--- src/rtl/cabac_pkg.sv ---
package cabac_pkg;
  localparam int unsigned WORD_W   = 32;
  localparam int unsigned STATE_W  = 6;
  localparam int unsigned BPOS_W   = 5;
  localparam int unsigned LPS_W    = 8;
  localparam int unsigned QIDX_W   = 2;
  localparam int unsigned RFLD_LSB = 23;
  localparam int unsigned MPS_BIT  = 8;
  localparam int unsigned NSTATES  = 1 << STATE_W;
  localparam int unsigned RFLD_W   = WORD_W - RFLD_LSB;
  localparam logic [WORD_W-1:0] RANGE_MASK = {{RFLD_W{1'b1}}, {RFLD_LSB{1'b0}}};

  typedef logic [STATE_W-1:0] state_t;
endpackage

--- src/rtl/cabac_rst_sync.sv ---
module cabac_rst_sync #(
  parameter int unsigned STAGES = 2
) (
  input  logic clk,
  input  logic rst_n,
  output logic rst_sync_n
);
  logic [STAGES-1:0] chain_q;

  always_ff @(posedge clk or negedge rst_n) begin
    if (!rst_n) chain_q <= '0;
    else        chain_q <= {chain_q[STAGES-2:0], 1'b1};
  end

  assign rst_sync_n = chain_q[STAGES-1];
endmodule

--- src/rtl/cabac_lps_rom.sv ---
module cabac_lps_rom
  import cabac_pkg::*;
(
  input  state_t            state_i,
  input  logic [QIDX_W-1:0] qidx_i,
  output logic [LPS_W-1:0]  lps_o
);
  logic [4*LPS_W-1:0] row;

  // Each row lists columns 0..3 from the most significant byte down.
  always_comb begin
    unique case (state_i)
      6'd0:  row = {8'd128, 8'd176, 8'd208, 8'd240};
      6'd1:  row = {8'd128, 8'd167, 8'd197, 8'd227};
      6'd2:  row = {8'd128, 8'd158, 8'd187, 8'd216};
      6'd3:  row = {8'd123, 8'd150, 8'd178, 8'd205};
      6'd4:  row = {8'd116, 8'd142, 8'd169, 8'd195};
      6'd5:  row = {8'd111, 8'd135, 8'd160, 8'd185};
      6'd6:  row = {8'd105, 8'd128, 8'd152, 8'd175};
      6'd7:  row = {8'd100, 8'd122, 8'd144, 8'd166};
      6'd8:  row = {8'd95,  8'd116, 8'd137, 8'd158};
      6'd9:  row = {8'd90,  8'd110, 8'd130, 8'd150};
      6'd10: row = {8'd85,  8'd104, 8'd123, 8'd142};
      6'd11: row = {8'd81,  8'd99,  8'd117, 8'd135};
      6'd12: row = {8'd77,  8'd94,  8'd111, 8'd128};
      6'd13: row = {8'd73,  8'd89,  8'd105, 8'd122};
      6'd14: row = {8'd69,  8'd85,  8'd100, 8'd116};
      6'd15: row = {8'd66,  8'd80,  8'd95,  8'd110};
      6'd16: row = {8'd62,  8'd76,  8'd90,  8'd104};
      6'd17: row = {8'd59,  8'd72,  8'd86,  8'd99};
      6'd18: row = {8'd56,  8'd69,  8'd81,  8'd94};
      6'd19: row = {8'd53,  8'd65,  8'd77,  8'd89};
      6'd20: row = {8'd51,  8'd62,  8'd73,  8'd85};
      6'd21: row = {8'd48,  8'd59,  8'd69,  8'd80};
      6'd22: row = {8'd46,  8'd56,  8'd66,  8'd76};
      6'd23: row = {8'd43,  8'd53,  8'd63,  8'd72};
      6'd24: row = {8'd41,  8'd50,  8'd59,  8'd69};
      6'd25: row = {8'd39,  8'd48,  8'd56,  8'd65};
      6'd26: row = {8'd37,  8'd45,  8'd54,  8'd62};
      6'd27: row = {8'd35,  8'd43,  8'd51,  8'd59};
      6'd28: row = {8'd33,  8'd41,  8'd48,  8'd56};
      6'd29: row = {8'd32,  8'd39,  8'd46,  8'd53};
      6'd30: row = {8'd30,  8'd37,  8'd43,  8'd50};
      6'd31: row = {8'd29,  8'd35,  8'd41,  8'd48};
      6'd32: row = {8'd27,  8'd33,  8'd39,  8'd45};
      6'd33: row = {8'd26,  8'd31,  8'd37,  8'd43};
      6'd34: row = {8'd24,  8'd30,  8'd35,  8'd41};
      6'd35: row = {8'd23,  8'd28,  8'd33,  8'd39};
      6'd36: row = {8'd22,  8'd27,  8'd32,  8'd37};
      6'd37: row = {8'd21,  8'd26,  8'd30,  8'd35};
      6'd38: row = {8'd20,  8'd24,  8'd29,  8'd33};
      6'd39: row = {8'd19,  8'd23,  8'd27,  8'd31};
      6'd40: row = {8'd18,  8'd22,  8'd26,  8'd30};
      6'd41: row = {8'd17,  8'd21,  8'd25,  8'd28};
      6'd42: row = {8'd16,  8'd20,  8'd23,  8'd27};
      6'd43: row = {8'd15,  8'd19,  8'd22,  8'd25};
      6'd44: row = {8'd14,  8'd18,  8'd21,  8'd24};
      6'd45: row = {8'd14,  8'd17,  8'd20,  8'd23};
      6'd46: row = {8'd13,  8'd16,  8'd19,  8'd22};
      6'd47: row = {8'd12,  8'd15,  8'd18,  8'd21};
      6'd48: row = {8'd12,  8'd14,  8'd17,  8'd20};
      6'd49: row = {8'd11,  8'd14,  8'd16,  8'd19};
      6'd50: row = {8'd11,  8'd13,  8'd15,  8'd18};
      6'd51: row = {8'd10,  8'd12,  8'd15,  8'd17};
      6'd52: row = {8'd10,  8'd12,  8'd14,  8'd16};
      6'd53: row = {8'd9,   8'd11,  8'd13,  8'd15};
      6'd54: row = {8'd9,   8'd11,  8'd12,  8'd14};
      6'd55: row = {8'd8,   8'd10,  8'd12,  8'd14};
      6'd56: row = {8'd8,   8'd9,   8'd11,  8'd13};
      6'd57: row = {8'd7,   8'd9,   8'd11,  8'd12};
      6'd58: row = {8'd7,   8'd9,   8'd10,  8'd12};
      6'd59: row = {8'd7,   8'd8,   8'd10,  8'd11};
      6'd60: row = {8'd6,   8'd8,   8'd9,   8'd11};
      6'd61: row = {8'd6,   8'd7,   8'd9,   8'd10};
      6'd62: row = {8'd6,   8'd7,   8'd8,   8'd9};
      default: row = {8'd2, 8'd2,   8'd2,   8'd2};
    endcase
  end

  assign lps_o = row[LPS_W*(3 - int'(qidx_i)) +: LPS_W];
endmodule

--- src/rtl/cabac_state_xlat.sv ---
module cabac_state_xlat
  import cabac_pkg::*;
(
  input  state_t state_i,
  output state_t nxt_mps_o,
  output state_t nxt_lps_o
);
  localparam state_t TOP_STATE  = state_t'(NSTATES - 1);
  localparam state_t SAT_STATE  = state_t'(NSTATES - 2);

  // MPS transition is a saturating increment; the two top states hold.
  always_comb begin
    if (state_i >= SAT_STATE) nxt_mps_o = state_i;
    else                      nxt_mps_o = state_i + state_t'(1);
  end

  always_comb begin
    unique case (state_i)
      6'd0,  6'd1:                      nxt_lps_o = 6'd0;
      6'd2:                             nxt_lps_o = 6'd1;
      6'd3,  6'd4:                      nxt_lps_o = 6'd2;
      6'd5,  6'd6:                      nxt_lps_o = 6'd4;
      6'd7:                             nxt_lps_o = 6'd5;
      6'd8:                             nxt_lps_o = 6'd6;
      6'd9:                             nxt_lps_o = 6'd7;
      6'd10:                            nxt_lps_o = 6'd8;
      6'd11, 6'd12:                     nxt_lps_o = 6'd9;
      6'd13, 6'd14:                     nxt_lps_o = 6'd11;
      6'd15:                            nxt_lps_o = 6'd12;
      6'd16, 6'd17:                     nxt_lps_o = 6'd13;
      6'd18, 6'd19:                     nxt_lps_o = 6'd15;
      6'd20, 6'd21:                     nxt_lps_o = 6'd16;
      6'd22, 6'd23:                     nxt_lps_o = 6'd18;
      6'd24, 6'd25:                     nxt_lps_o = 6'd19;
      6'd26, 6'd27:                     nxt_lps_o = 6'd21;
      6'd28, 6'd29:                     nxt_lps_o = 6'd22;
      6'd30:                            nxt_lps_o = 6'd23;
      6'd31, 6'd32:                     nxt_lps_o = 6'd24;
      6'd33:                            nxt_lps_o = 6'd25;
      6'd34, 6'd35:                     nxt_lps_o = 6'd26;
      6'd36, 6'd37:                     nxt_lps_o = 6'd27;
      6'd38:                            nxt_lps_o = 6'd28;
      6'd39, 6'd40:                     nxt_lps_o = 6'd29;
      6'd41, 6'd42, 6'd43:              nxt_lps_o = 6'd30;
      6'd44:                            nxt_lps_o = 6'd31;
      6'd45, 6'd46:                     nxt_lps_o = 6'd32;
      6'd47, 6'd48, 6'd49:              nxt_lps_o = 6'd33;
      6'd50, 6'd51:                     nxt_lps_o = 6'd34;
      6'd52, 6'd53, 6'd54:              nxt_lps_o = 6'd35;
      6'd55, 6'd56, 6'd57:              nxt_lps_o = 6'd36;
      6'd58, 6'd59, 6'd60:              nxt_lps_o = 6'd37;
      6'd61, 6'd62:                     nxt_lps_o = 6'd38;
      default:                          nxt_lps_o = TOP_STATE;
    endcase
  end
endmodule

--- src/rtl/cabac_bin_core.sv ---
module cabac_bin_core
  import cabac_pkg::*;
(
  input  logic [2*WORD_W-1:0] coder_i,
  input  logic [2*WORD_W-1:0] ctx_i,
  output logic [2*WORD_W-1:0] res_o,
  output logic                bin_o
);
  state_t              state;
  logic                mps;
  logic [BPOS_W-1:0]   bpos;
  logic [WORD_W-1:0]   range_sh, off_sh;
  logic [LPS_W-1:0]    lps_val;
  logic [WORD_W-1:0]   lps_al, mps_rng;
  logic                take_mps;
  state_t              nxt_mps, nxt_lps;
  logic [WORD_W-1:0]   lo_word, hi_word;
  logic                unused_ctx_bits;

  assign state    = ctx_i[WORD_W +: STATE_W];
  assign mps      = ctx_i[WORD_W + MPS_BIT];
  assign bpos     = ctx_i[BPOS_W-1:0];
  assign unused_ctx_bits = ^{ctx_i[2*WORD_W-1:WORD_W+MPS_BIT+1],
                             ctx_i[WORD_W+MPS_BIT-1:WORD_W+STATE_W],
                             ctx_i[WORD_W-1:BPOS_W]};

  assign range_sh = coder_i[WORD_W-1:0] << bpos;
  assign off_sh   = coder_i[2*WORD_W-1:WORD_W] << bpos;

  cabac_lps_rom u_rom (
    .state_i (state),
    .qidx_i  (range_sh[WORD_W-2 -: QIDX_W]),
    .lps_o   (lps_val)
  );

  cabac_state_xlat u_xlat (
    .state_i   (state),
    .nxt_mps_o (nxt_mps),
    .nxt_lps_o (nxt_lps)
  );

  assign lps_al   = WORD_W'(lps_val) << RFLD_LSB;
  assign mps_rng  = (range_sh & RANGE_MASK) - lps_al;
  assign take_mps = off_sh < mps_rng;

  always_comb begin
    lo_word = '0;
    if (take_mps) begin
      lo_word[STATE_W-1:0]        = nxt_mps;
      lo_word[MPS_BIT]            = mps;
      lo_word[WORD_W-1:RFLD_LSB]  = mps_rng[WORD_W-1:RFLD_LSB];
      hi_word                     = off_sh;
      bin_o                       = mps;
    end else begin
      lo_word[STATE_W-1:0]        = nxt_lps;
      lo_word[MPS_BIT]            = (state == '0) ? ~mps : mps;
      lo_word[WORD_W-1:RFLD_LSB]  = lps_al[WORD_W-1:RFLD_LSB];
      hi_word                     = off_sh - mps_rng;
      bin_o                       = ~mps;
    end
  end

  assign res_o = {hi_word, lo_word};
endmodule

--- src/rtl/cabac_bin_step.sv ---
module cabac_bin_step
  import cabac_pkg::*;
(
  input  logic                clk,
  input  logic                rst_n,
  input  logic                vld_i,
  input  logic [2*WORD_W-1:0] coder_i,
  input  logic [2*WORD_W-1:0] ctx_i,
  output logic                vld_o,
  output logic [2*WORD_W-1:0] res_o,
  output logic                bin_o
);
  logic                rst_q_n;
  logic [2*WORD_W-1:0] res_c, res_d, res_q;
  logic                bin_c, bin_d, bin_q;
  logic                vld_d, vld_q;

  cabac_rst_sync #(.STAGES(2)) u_rst (
    .clk        (clk),
    .rst_n      (rst_n),
    .rst_sync_n (rst_q_n)
  );

  cabac_bin_core u_core (
    .coder_i (coder_i),
    .ctx_i   (ctx_i),
    .res_o   (res_c),
    .bin_o   (bin_c)
  );

  // Next-state: load on a request, hold otherwise.
  always_comb begin
    vld_d = vld_i;
    res_d = res_q;
    bin_d = bin_q;
    if (vld_i) begin
      res_d = res_c;
      bin_d = bin_c;
    end
  end

  always_ff @(posedge clk or negedge rst_q_n) begin
    if (!rst_q_n) vld_q <= 1'b0;
    else          vld_q <= vld_d;
  end

  always_ff @(posedge clk) begin
    res_q <= res_d;
    bin_q <= bin_d;
  end

  assign vld_o = vld_q;
  assign res_o = res_q;
  assign bin_o = bin_q;
endmodule

--- config.mk ---
export PLATFORM = sky130hd
export DESIGN_NAME = cabac_bin_step
export DESIGN_NICKNAME = d
export VERILOG_FILES = /design/src/rtl/cabac_pkg.sv /design/src/rtl/cabac_rst_sync.sv /design/src/rtl/cabac_lps_rom.sv /design/src/rtl/cabac_state_xlat.sv /design/src/rtl/cabac_bin_core.sv /design/src/rtl/cabac_bin_step.sv
export SDC_FILE = /design/constraint.sdc
export NUM_CORES = 1
export LEC_CHECK = 0
export CORE_MARGIN = 5
export CORE_UTILIZATION = 47
export CTS_CLUSTER_DIAMETER = 200
export DETAILED_ROUTE_END_ITERATION = 10
export PLACE_DENSITY = 0.8
export RECOVER_POWER = 25
export SLEW_MARGIN = 20
export SYNTH_ARGS = -nofsm -noshare
export SYNTH_HDL_FRONTEND = slang
export SYNTH_HIERARCHICAL = 1
export SYNTH_SLANG_ARGS = --single-unit
--- constraint.sdc ---
create_clock -name clk -period 0.9 [get_ports clk]
set_clock_uncertainty 0.05 [all_clocks]
set_input_delay 0.135 -clock clk [delete_from_list [all_inputs] [get_ports clk]]
set_output_delay 0.135 -clock clk [all_outputs]
set_load 0.05 [all_outputs]
==> impl_summary.log, run 1 <==
[metrics] deepest clock path buffer count: 2
[metrics] routability congestion estimate: 0.994
[metrics] Yosys top cell area share: 21.1%
[metrics] standard-cell rows: 51
[metrics] most frequent cell after synthesis: sky130_fd_sc_hd__nand2_1
[metrics] starting density of the core: 47.7%
[metrics] Yosys top cell by area: sky130_fd_sc_hd__edfxtp_1
[metrics] top-level I/O count: 197
[metrics] sum of net half-perimeters after detailed placement: 31,500 um
[metrics] number of buffers created by CTS: 9
[metrics] vertical extent of the die: 150 um
[metrics] Sink Count: 68
[metrics] number of H-tree branching levels: 3
[metrics] ys flop type: sky130_fd_sc_hd__edfxtp_1
[metrics] Post-Syn Area: 9250 sq um
[metrics] PortBufs: 144
[metrics] share of the yosys chip area belonging to registers: 21.9%
[metrics] FFs w/ async S/R, synth: 4.41%
[metrics] run status: aborted with a tool error
[metrics] remaining global-route overflow: 20
[metrics] stage where the run ended: global routing (5_1_grt)
[metrics] gate count of the mapped netlist: 1,120
[metrics] worst setup timing slack at the placement stage: -5.17 ns
[metrics] largest cells by area after synthesis: sky130_fd_sc_hd__edfxtp_1, sky130_fd_sc_hd__mux2i_1, sky130_fd_sc_hd__mux4_2
[metrics] number of unique standard cell types used by synthesis: 86
[metrics] average size of a mapped cell: 8.26 sq um
[metrics] combined global-route utilization of all metal layers: 74.1%
[metrics] horizontal die dimension: 150 um
[metrics] cell at the root of the clock tree: sky130_fd_sc_hd__clkbuf_16
[metrics] pin count of the biggest net entering global routing: 38
[metrics] Ys Warns: 6
[metrics] tool error: [ERROR GRT-0232] Routing congestion too high. Check the congestion heatmap in the GUI.
[metrics] post-synthesis register bit count: 68
[metrics] most instantiated cells after synthesis: sky130_fd_sc_hd__nand2_1, sky130_fd_sc_hd__nor2_1, sky130_fd_sc_hd__o21ai_0
[metrics] number of synthesized flops with an enable pin: 65
stage by stage:
step / hold slack (ns) / cell area, sq um / std cells / util, %
CTS: 0.132 / 15600 / 1854 / 80.6
detailed placement: -0.0404 / 13800 / 1783 / 71.4
floorplan: -0.211 / 9500 / 1135 / -
global placement: -0.0535 / 13800 / 1783 / 71.4
per-layer routing:
layer | overflow | track usage, %
met5 | 0 | 48.9
met4 | 8 | 70.8
met3 | 2 | 66.6
met2 | 9 | 86.2
met1 | 1 | 72.1
timing repair:
action / in CTS
hold endpoints to repair: 3
resized for setup: 264
hold buffers: 2
endpoints found under the setup margin: 115
pin swaps: 46
setup buffers: 47
cloned: 8
kinds of logic after synthesis:
kind of cell	count (synthesis)	share of synthesized area [%]
buf+inv	152	8.29
mux	134	19.1
compound gates	354	25.2
flops	68	21.9
fa+ha+maj	47	6.47
simple gates	339	16.6
xor+xnor	24	2.42
other cells	2	0.0812
==> run 2: changes to the inputs <==
CORE_UTILIZATION = 32   (was 47)
CTS_CLUSTER_DIAMETER = unset   (was 200)
PLACE_DENSITY = unset   (was 0.8)
PLACE_DENSITY_LB_ADDON = 0.15   (was unset)
==> run 2 against run 1 <==
The flow now finishes, with violations (negative setup slack). Synthesized cell count unchanged. Synthesized area unchanged.
==> impl_summary.log, run 2 <==
[metrics] run status: complete, but fails checks
[metrics] violated checks: negative setup slack
[metrics] leading cell types in the layout, fill and taps excluded: sky130_fd_sc_hd__buf_4, sky130_fd_sc_hd__nand2_1, sky130_fd_sc_hd__buf_12, sky130_fd_sc_hd__a21oi_1, sky130_fd_sc_hd__nor2_1
[metrics] clock network latency to the later pin of the worst-skew pair: 0.33 ns
[metrics] PortBufs: 144 (unchanged)
[metrics] max_slew headroom: 50.0%
[metrics] Yosys top cell by area: sky130_fd_sc_hd__edfxtp_1
[metrics] ys flop type: sky130_fd_sc_hd__edfxtp_1
[metrics] TritonCTS clock tree: yes
[metrics] number of H-tree branching levels: 3 (unchanged)
[metrics] number of buffers created by CTS: 9 (unchanged)
[metrics] final hold slack: 0.278 ns
[metrics] share of total power in sequential cells: 17.3%
[metrics] number of vias per cell: 5.39
[metrics] largest stage delay on the critical path: 0.54 ns
[metrics] Worst-Margin Slew: 0.742 ns
[metrics] post-detailed-route DRC marker count: 0
[metrics] upper clock frequency limit: 0.191 GHz
[metrics] top-level I/O count: 197 (unchanged)
[metrics] PnR Total Power: 0.0296 W
[metrics] most common cell after layout, fill and taps aside: sky130_fd_sc_hd__buf_4
[metrics] Largest register FFs: 64
[metrics] Core Area: 28,600 sq um
[metrics] deepest clock path buffer count: 2 (unchanged)
[metrics] VDD IR max: 1.27 mV
[metrics] Post-Syn Area: 9250 sq um (unchanged)
[metrics] clock network fraction of design power: 11.2%
[metrics] overall via count from detail_route: 10.8k
[metrics] DRC violation total after the first TritonRoute iteration: 740
[metrics] most instantiated cells after synthesis: sky130_fd_sc_hd__nand2_1, sky130_fd_sc_hd__nor2_1, sky130_fd_sc_hd__o21ai_0
[metrics] most frequent cell after synthesis: sky130_fd_sc_hd__nand2_1
[metrics] final standard cell count with taps included and fillers excluded: 2,003
[metrics] Worst path slowest cell: sky130_fd_sc_hd__fa_2
[metrics] Ys Warns: 6 (unchanged)
[metrics] starting density of the core: 32.3% (-15 points)
[metrics] clock slew at the register clock pins of the worst setup and hold paths: 0.06 ns
[metrics] required time worst endpoint: 0.94 ns
[metrics] critical path data arrival time: 5.28 ns
[metrics] CP startpoint kind: input port
[metrics] cell at the root of the clock tree: sky130_fd_sc_hd__clkbuf_16
[metrics] FFs w/ async S/R, synth: 4.41% (unchanged)
[metrics] dominant delay contributor by cell family on the critical path: compound AO/OA/AOI/OAI gates
[metrics] DR WL/cell: 19.3 um
[metrics] Critical Path Fanout Max: 7
[metrics] share of the yosys chip area belonging to registers: 21.9% (unchanged)
[metrics] kind of critical path: in2reg
[metrics] combined global-route utilization of all metal layers: 22.3%
[metrics] period utilization: 582%
[metrics] max_cap viols: 0
[metrics] Min Clock Period, post-route: 5.23 ns
[metrics] iteration count of the initial detailed-routing pass: 5
[metrics] static leakage power: 7.07 nW
[metrics] sum of net half-perimeters after detailed placement: 28,700 um (-8.9%)
[metrics] number of unique standard cell types used by synthesis: 86 (unchanged)
[metrics] final hold vios: 0
[metrics] proportion of power drawn by combinational gates: 71.5%
[metrics] gate count of the mapped netlist: 1,120 (unchanged)
[metrics] antenna violations before repair: 0
[metrics] largest cells by area after synthesis: sky130_fd_sc_hd__edfxtp_1, sky130_fd_sc_hd__mux2i_1, sky130_fd_sc_hd__mux4_2
[metrics] Switching Share: 40.5%
[metrics] slack of the critical path: -4.33 ns
[metrics] standard-cell rows: 62 (+22%)
[metrics] internal power of the cells: 0.0176 W
[metrics] Power per Cell Area: 1810 nW/um^2
[metrics] horizontal die dimension: 180 um (+20%)
[metrics] RSZ-0062 raised after global routing: yes
[metrics] Switching Power: 0.0120 W
[metrics] Final Max Slew Viols: 0
[metrics] cell type with the highest occurrence count on the critical path: sky130_fd_sc_hd__inv_2
[metrics] pin count of the biggest net entering global routing: 37
[metrics] vertical extent of the die: 180 um (+20%)
[metrics] share of cells above drive strength 1: 47.0%
[metrics] post-synthesis register bit count: 68 (unchanged)
[metrics] Post-Route WL: 38,700 um
[metrics] average size of a mapped cell: 8.26 sq um (unchanged)
[metrics] remaining global-route overflow: 0
[metrics] endpoint class of the critical path: register
[metrics] total inserted antenna cells: 0
[metrics] number of synthesized flops with an enable pin: 65 (unchanged)
[metrics] Yosys top cell area share: 21.1% (unchanged)
[metrics] routability congestion estimate: 0.941 (-5.3%)
[metrics] final standard cell utilization of the core: 56.9%
[metrics] Buffers & Inverters on Critical Path: 7
[metrics] number of global-route vias before repair: 10.7k
[metrics] relative area change from synthesis to final layout: 76.2%
[metrics] global-route wire length before repair: 59,200 um
[metrics] number of antenna-violating nets in the routed design: 0
[metrics] final-stage net count: 1,790
[metrics] die area: 32,400 sq um
[metrics] HP Class: in2reg
[metrics] final setup violation count: 144
[metrics] Sink Count: 68 (unchanged)
[metrics] DP Cell Count: 1,901 (+6.6%)
[run 2: repair_timing]
| item | CTS | global route |
|---|---|---|
| hold buffers | 2 | 0 |
| gates cloned | 6 | 4 |
| pin swaps | 45 | 30 |
| resized for setup | 283 | 87 |
| endpoints found under the setup margin | 115 | 115 |
| endpoints found under the hold margin | 3 | 0 |
| setup buffers | 51 | 30 |
[run 2: stage by stage]
step	area (sq um)	setup slack, ns	setup TNS (ns)
CTS	15700	-4.28	-143.64
floorplan	9500	-5.19	-151.36
finish	16300	-4.33	-150.28
global placement	14100	-5.05	-165.01
detailed placement	14100	-5.14	-167.06
global route	16300	-4.51	-160.13
[run 2: per-layer routing]
| layer | track usage (%) | part of all wire, % | vias up |
|---|---|---|---|
| met5 | 0 | 0 | - |
| met4 | 6.43 | 2.8 | 0 |
| met3 | 2.79 | 4.9 | 71 |
| met2 | 41.0 | 52 | 378 |
| met1 | 27.3 | 40 | 5204 |
| li1 | - | - | 5149 |
[run 2: path summary, 6_finish.rpt]
path	slack [ns]	from	to	cells after the start
max	-4.33	ctx_i[1]	res_o[23]	26
max in group asynchronous	0.20	rst_n	u_rst/chain_q[0]	2
min	0.28	vld_i	res_o[13]	2
min in group asynchronous	0.48	rst_n	u_rst/chain_q[1]	2
max reg2reg	0.20	u_rst/chain_q[1]	vld_o	1
min reg2reg	0.30	u_rst/chain_q[0]	u_rst/chain_q[1]	0
[run 2: area by class of cell]
class | instances | area, sq um
Clock inverter | 5 | 37.5
Timing Repair Buffer | 582 | 5960
Inverter | 38 | 145
Multi-Input combinational cell | 915 | 7410
Fill cell | 2491 | 12300
Sequential cell | 68 | 2030
Clock buffer | 11 | 233
Tap cell | 384 | 480
[run 2: power by group through the flow]
stage / registers, W / logic (W) / clock network, W
after floorplan: 0.00710 / 0.00688 / 0
after global placement: 0.00521 / 0.0168 / 0
after detailed placement: 0.00520 / 0.0169 / 0
after CTS: 0.00515 / 0.0200 / 0.00342
after global routing: 0.00519 / 0.0223 / 0.00354
final: 0.00512 / 0.0211 / 0.00332
[run 2: logic make-up (layout without fill, tap and decap cells)]
family | count (synthesis) | count (layout) | synth area share, %
buf+inv | 152 | 636 | 8.29
mux | 134 | 134 | 19.1
xor+xnor | 24 | 24 | 2.42
other cells | 2 | 17 | 0.0812
compound gates | 354 | 354 | 25.2
simple gates | 339 | 339 | 16.6
flops | 68 | 68 | 21.9
fa+ha+maj | 47 | 47 | 6.47
Note: power is estimated with default switching activity, not from simulation.
